===== src/rtl/dpr_pkg.sv =====
package dpr_pkg;
  localparam int SIZE_W    = 8;
  localparam int F_LOCK    = 0;
  localparam int F_STAT    = 1;
  localparam int F_EN      = 2;
  localparam int F_SIZE_LO = 4;
  localparam int F_TOP_LO  = 20;
  localparam int TOPF_W    = 32 - F_TOP_LO;

  typedef struct packed {
    logic [SIZE_W-1:0] size;
    logic              en;
    logic              lock;
  } dpr_cfg_t;
endpackage


===== src/rtl/dpr_rst_sync.sv =====
module dpr_rst_sync #(
  parameter int STAGES = 2
) (
  input  logic clk,
  input  logic rst_n,
  output logic rst_sync_n
);
  logic [STAGES-1:0] sync_q;
  logic [STAGES-1:0] sync_d;

  always_comb begin
    sync_d = {sync_q[STAGES-2:0], 1'b1};
  end

  always_ff @(posedge clk or negedge rst_n) begin
    if (!rst_n) sync_q <= '0;
    else        sync_q <= sync_d;
  end

  assign rst_sync_n = sync_q[STAGES-1];
endmodule


===== src/rtl/dpr_cfg_reg.sv =====
module dpr_cfg_reg
  import dpr_pkg::*;
(
  input  logic        clk,
  input  logic        rst_n,
  input  logic        wr_en,
  input  logic [31:0] wr_data,
  output dpr_cfg_t    cfg_q
);
  dpr_cfg_t cfg_d;
  logic     upd;
  logic     unused_wr;

  // Reserved and read-only positions carry no state.
  assign unused_wr = ^{wr_data[31:F_SIZE_LO+SIZE_W], wr_data[3], wr_data[F_STAT]};

  always_comb begin
    upd   = wr_en & ~cfg_q.lock;
    cfg_d = cfg_q;
    if (upd) begin
      cfg_d.size = wr_data[F_SIZE_LO +: SIZE_W];
      cfg_d.en   = wr_data[F_EN];
      cfg_d.lock = wr_data[F_LOCK];
    end
  end

  always_ff @(posedge clk or negedge rst_n) begin
    if (!rst_n)   cfg_q <= '0;
    else if (upd) cfg_q <= cfg_d;
  end
endmodule


===== src/rtl/dpr_window.sv =====
module dpr_window #(
  parameter int TOP_W  = 12,
  parameter int SIZE_W = 8
) (
  input  logic [TOP_W-1:0]  top_mb,
  input  logic [SIZE_W-1:0] size_mb,
  input  logic              active,
  input  logic [TOP_W-1:0]  addr_mb,
  output logic              hit
);
  localparam int EXT_W = ((TOP_W > SIZE_W) ? TOP_W : SIZE_W) + 1;

  logic [EXT_W-1:0] top_x;
  logic [EXT_W-1:0] size_x;
  logic [EXT_W-1:0] addr_x;
  logic [EXT_W-1:0] lo_x;
  logic             above_lo;
  logic             below_top;

  always_comb begin
    top_x     = EXT_W'(top_mb);
    size_x    = EXT_W'(size_mb);
    addr_x    = EXT_W'(addr_mb);
    // A window larger than the space below the top clamps at zero.
    lo_x      = (size_x > top_x) ? '0 : (top_x - size_x);
    above_lo  = (addr_x >= lo_x);
    below_top = (addr_x < top_x);
    hit       = active & above_lo & below_top;
  end
endmodule


===== src/rtl/dpr_verdict.sv =====
module dpr_verdict #(
  parameter int N_EXT = 3
) (
  input  logic             clk,
  input  logic             rst_n,
  input  logic             req_valid,
  input  logic             range_hit,
  input  logic [N_EXT-1:0] ext_deny,
  output logic             rsp_valid,
  output logic             rsp_hit,
  output logic             rsp_deny
);
  logic valid_d;
  logic hit_d;
  logic deny_d;

  always_comb begin
    valid_d = req_valid;
    hit_d   = req_valid & range_hit;
    deny_d  = req_valid & (range_hit | (|ext_deny));
  end

  always_ff @(posedge clk or negedge rst_n) begin
    if (!rst_n) begin
      rsp_valid <= 1'b0;
      rsp_hit   <= 1'b0;
      rsp_deny  <= 1'b0;
    end else begin
      rsp_valid <= valid_d;
      rsp_hit   <= hit_d;
      rsp_deny  <= deny_d;
    end
  end
endmodule


===== src/rtl/dpr_guard.sv =====
module dpr_guard
  import dpr_pkg::*;
#(
  parameter int ADDR_W = 32,
  parameter int N_EXT  = 3
) (
  input  logic              clk,
  input  logic              rst_n,
  input  logic              cfg_wr_en,
  input  logic [31:0]       cfg_wr_data,
  output logic [31:0]       cfg_rd_data,
  input  logic [ADDR_W-21:0] seg_base_mb,
  output logic [ADDR_W-1:0] top_addr,
  input  logic              req_valid,
  input  logic [ADDR_W-1:0] req_addr,
  input  logic [N_EXT-1:0]  ext_deny,
  output logic              rsp_valid,
  output logic              rsp_hit,
  output logic              rsp_deny,
  output logic              rsp_allow
);
  localparam int TOP_W = ADDR_W - F_TOP_LO;

  logic              rst_sync_n;
  dpr_cfg_t          cfg;
  logic              active;
  logic              range_hit;
  logic [TOPF_W-1:0] top_field;
  logic              unused_addr_lo;

  assign unused_addr_lo = ^req_addr[F_TOP_LO-1:0];

  dpr_rst_sync #(.STAGES(2)) u_rst (
    .clk        (clk),
    .rst_n      (rst_n),
    .rst_sync_n (rst_sync_n)
  );

  dpr_cfg_reg u_cfg (
    .clk     (clk),
    .rst_n   (rst_sync_n),
    .wr_en   (cfg_wr_en),
    .wr_data (cfg_wr_data),
    .cfg_q   (cfg)
  );

  assign active = cfg.en & (|cfg.size);

  dpr_window #(.TOP_W(TOP_W), .SIZE_W(SIZE_W)) u_win (
    .top_mb  (seg_base_mb),
    .size_mb (cfg.size),
    .active  (active),
    .addr_mb (req_addr[ADDR_W-1:F_TOP_LO]),
    .hit     (range_hit)
  );

  dpr_verdict #(.N_EXT(N_EXT)) u_vrd (
    .clk       (clk),
    .rst_n     (rst_sync_n),
    .req_valid (req_valid),
    .range_hit (range_hit),
    .ext_deny  (ext_deny),
    .rsp_valid (rsp_valid),
    .rsp_hit   (rsp_hit),
    .rsp_deny  (rsp_deny)
  );

  assign rsp_allow = rsp_valid & ~rsp_deny;

  generate
    if (TOP_W >= TOPF_W) begin : g_top_trunc
      assign top_field = seg_base_mb[TOPF_W-1:0];
    end else begin : g_top_ext
      assign top_field = TOPF_W'(seg_base_mb);
    end
  endgenerate

  always_comb begin
    cfg_rd_data                         = '0;
    cfg_rd_data[F_LOCK]                 = cfg.lock;
    cfg_rd_data[F_STAT]                 = active;
    cfg_rd_data[F_EN]                   = cfg.en;
    cfg_rd_data[F_SIZE_LO +: SIZE_W]    = cfg.size;
    cfg_rd_data[F_TOP_LO +: TOPF_W]     = top_field;
  end

  assign top_addr = {seg_base_mb, {F_TOP_LO{1'b0}}};
endmodule


===== config.mk =====
export PLATFORM = sky130hd
export DESIGN_NAME = dpr_guard
export DESIGN_NICKNAME = d
export VERILOG_FILES = /design/src/rtl/dpr_pkg.sv /design/src/rtl/dpr_rst_sync.sv /design/src/rtl/dpr_cfg_reg.sv /design/src/rtl/dpr_window.sv /design/src/rtl/dpr_verdict.sv /design/src/rtl/dpr_guard.sv
export SDC_FILE = /design/constraint.sdc
export NUM_CORES = 1
export LEC_CHECK = 0
export ABC_AREA = 0
export BUFFER_PORTS_ARGS = -buffer_cell sky130_fd_sc_hd__clkbuf_2
export CORE_MARGIN = 1.5
export CORE_UTILIZATION = 42
export CTS_BUF_LIST = sky130_fd_sc_hd__clkbuf_4 sky130_fd_sc_hd__clkbuf_8
export CTS_CLUSTER_DIAMETER = 120
export CTS_CLUSTER_SIZE = 12
export DETAILED_ROUTE_END_ITERATION = 12
export PLACE_DENSITY_LB_ADDON = 0.15
export REMOVE_ABC_BUFFERS = 1
export SLEW_MARGIN = 20
export SYNTH_ARGS = -nofsm -noshare
export SYNTH_HDL_FRONTEND = slang
export SYNTH_SLANG_ARGS = --single-unit

===== constraint.sdc =====
create_clock -name clk -period 1 [get_ports clk]
set_input_delay 0.05 -clock clk [delete_from_list [all_inputs] [get_ports clk]]
set_output_delay 0.05 -clock clk [all_outputs]
set_load 0.005 [all_outputs]

==> summary.txt <==
Setup path
  • Flop-to-flop setup slack: -2.26 ns
  • CP Launch Type: flip-flop
  • Worst setup EP type: flip-flop
  • WS Path Type: flip-flop to flip-flop
  • R2r startpoint: u_cfg.cfg_q[2]
  • Critical path arrival: approximately 3.4 ns
  • R2r endpoint: u_vrd.rsp_deny
  • Worst-path fanout max: 3
  • Register-to-Register Path Depth: 16
  • Critical path required time: 1.11 ns

Placement
  • Detailed placement HPWL: between 4 and 5 mm
  • # placed instances: ~410
  • Port Buf Inserts: 79
  • Pre-CTS setup slack: -2.44 ns
  • Global placement routability congestion: approximately 0.89

Synth
  • Syn Inst Count: approximately 240
  • Ranking of synthesized cells by area: buf_4 (20%), ha_1 (19%), dfrtp_1 (19%), inv_1 (4.1%), nand2_1 (4.1%)
  • Cell Area, Synth: approximately 2000 sq um
  • Count of flip-flops with a built-in enable after synthesis: 0
  • Yosys top cell by area: buf_4
  • Synth warnings: 0
  • Yosys reg bits: 15
  • Sequential share of the synthesized area: 0.189
  • Syn Area/Cell: 8.26 sq um
  • Top FF cell, synth: dfrtp_1
  • Async SR Flop Fraction: 1.00
  • Post-synth top area share: 0.204
  • Unique masters post-synth: 42

Timing
  • Fin. Hold Viols: 0
  • Fin crit share: 3.26
  • Setup Skew: around 0.0012 ns
  • Max Freq: between 300 and 400 MHz
  • Fin crit period: ~3.3 ns
  • Slack of the critical path: -2.26 ns
  • Final setup violation count: 6
  • Pins Over Slew Limit: 0
  • Unrepaired setup endpoints after global routing: yes

Worst hold path
  • Worst hold path class: input pin to flip-flop
  • Hold path startpoint: cfg_wr_data[6]
  • Hold Path Sink: u_cfg.cfg_q[4]
  • Hold Crit Depth: 3

Floorplanning
  • Initial Utilization: 0.448
  • Row cnt: 24
  • Io pins: between 150 and 200
  • CORE AREA: about 4400 sq um
  • Chip Width: ~72 um
  • Total Die Area: between 5000 and 6000 sq um
  • Die height: ~72 um

Route
  • DR iter-0 viols: 82
  • Drt drc: 5
  • Post-DR vias/cell: about 4.7
  • Total wire length: just under 5 mm
  • Via count: around 2k
  • Routed len/inst: approximately 12 um
  • DRT Pass-1 Iters: 11
  • Post-DRT Antenna Nets: 0

Global routing
  • GRT Resource Usage Total: 0.179
  • Largest net degree at the start of global routing: 15
  • Initial antenna violation count: 0
  • First-pass GRT wire length: around 7.4 mm
  • Vias in the first global route: about 1.7k
  • Grt total ovfl: 0

Clocking
  • CTS Buf Count: 3
  • CTS tree: yes
  • H-tree depth: 1
  • Root Buffer: clkbuf_8
  • Reg clk slew, reported paths: ~0.06 ns
  • Clock Sinks: 15
  • Worst-case clock buffer depth: 2
  • Skew-Pair Late Insertion Delay: between 0.2 and 0.25 ns

Power and ir drop
  • Internal Power: about 2.4 mW
  • NetSw: 1.54 mW
  • Register share of total power: 0.192
  • Peak supply drop: around 0.64 mV
  • Power Dens Cells: between 1000 and 1500 nW/um^2
  • Net switching fraction of the power: 0.389
  • Clock power frac: 0.120
  • Logic gate share of total power: 0.688
  • Leak: ~1.6 nW

Finish
  • Fill cells: around 420
  • Share of cells above drive strength 1: 0.486
  • Most frequent cells in the layout: clkbuf_2 (79), buf_4 (61), conb_1 (30)
  • # diodes: 0
  • Area growth syn-to-layout: 42.7%
  • Layout Cells excl Fill: between 400 and 500
  • Most common cell after layout, fill and taps aside: clkbuf_2
  • Nets: 480

Flow run
  • MaxCap Viol Count: 0

Run status
  • Status: finished, violations left
  • Failing checks: DRC, setup timing
[flip-flops by register name, summed over array words and instances, names as in the netlist]
signal,count
u_vrd.rsp_hit,1
u_vrd.rsp_deny,1
u_vrd.rsp_valid,1
u_cfg.cfg_q,10
u_rst.sync_q,2
[stage by stage]
| step | utilization | setup TNS (ns) | hold slack [ns] | instance area, sq um | total power [mW] |
|---|---|---|---|---|---|
| after floorplan | - | -6.70 | -0.246 | 1680 | 2.09 |
| after global placement | 0.585 | -5.05 | -0.163 | 2600 | 3.19 |
| after detailed placement | 0.585 | -5.46 | -0.161 | 2600 | 3.20 |
| after CTS | 0.619 | -4.94 | 0.00871 | 2750 | 3.86 |
| after global routing | 0.639 | -5.67 | 0.0263 | 2840 | 4.31 |
| final | 0.639 | -5.08 | 0.0122 | 2840 | 3.96 |
[how the worst max path moves through the flow]
stage                        start             end
floorplan           u_cfg.cfg_q[2]  u_vrd.rsp_deny
global placement    u_cfg.cfg_q[2]  u_vrd.rsp_deny
detailed placement  u_cfg.cfg_q[2]  u_vrd.rsp_deny
CTS                 u_cfg.cfg_q[2]  u_vrd.rsp_deny
global route        u_cfg.cfg_q[2]  u_vrd.rsp_deny
finish              u_cfg.cfg_q[2]  u_vrd.rsp_deny
[repair_timing]
| action | 4_1_cts | 5_1_grt |
|---|---|---|
| pin swaps | 16 | 17 |
| setup buffers | 3 | 2 |
| cloned | 0 | 1 |
| hold buffers | 2 | 0 |
| endpoints found under the setup margin | 12 | 12 |
| hold endpoints to repair | 3 | 0 |
| gates resized for setup | 16 | 22 |
[cell usage after synthesis, types with 3 or more instances]
cell type	count
a21o_1	6
ha_1	31
nand2_1	22
a21oi_1	5
o2111ai_1	3
nor3_1	6
buf_4	54
nand2b_1	3
o21ai_0	12
o21ai_1	3
dfrtp_1	15
nor2_1	12
a211oi_1	4
xnor2_1	5
inv_1	22
[final cells by class]
| cell class | count | area (sq um) | share of cell area |
|---|---|---|---|
| Clock buffer | 3 | 41.3 | 0.0145 |
| Clock inverter | 1 | 5.00 | 0.00176 |
| Inverter | 22 | 82.6 | 0.0291 |
| Multi-Input combinational cell | 176 | 1340 | 0.472 |
| Sequential cell | 15 | 375 | 0.132 |
| Tap cell | 52 | 65.1 | 0.0229 |
| Timing Repair Buffer | 147 | 930 | 0.327 |
[kinds of logic after synthesis]
logic type      after synthesis  share of synthesized area
fa+ha+maj                    32                      0.205
buf+inv                      78                      0.249
simple gates                 56                      0.134
xor+xnor                      7                     0.0308
compound gates               48                      0.173
other cells                   2                    0.00377
flops                        15                      0.189
mux                           3                     0.0163
[per-layer routing]
| layer | GRT usage | routed length [um] |
|---|---|---|
| met1 | 0.249 | 2300 |
| met2 | 0.306 | 2250 |
| met3 | 0.0155 | 242 |
| met4 | 0.0314 | 20 |
| met5 | 0 | 0 |
[power groups by stage]
| stage | Clock, mW | Combinational [mW] | Sequential [mW] |
|---|---|---|---|
| 4_1_cts | 0.483 | 2.62 | 0.762 |
| 2_1_floorplan | 0 | 1.28 | 0.802 |
| 3_3_place_gp | 0 | 2.43 | 0.765 |
| 6_report | 0.475 | 2.73 | 0.762 |
| 3_5_place_dp | 0 | 2.43 | 0.770 |
| 5_1_grt | 0.514 | 3.03 | 0.772 |
[worst max-delay path, cell delays in order (launching register included)]
cell and delay (ns):
dfrtp_1 0.36, ha_2 0.20, inv_2 0.04, fa_2 0.34
a211oi_2 0.23, nor2_1 0.08, o211ai_1 0.27, nand3_1 0.13
xnor2_1 0.15, nand2_1 0.11, ha_4 0.23, a22oi_2 0.16
nand2_1 0.10, a211o_1 0.29, a311oi_2 0.22, buf_4 0.16
o31ai_2 0.05
No activity file was read; power rests on OpenSTA's default activity.
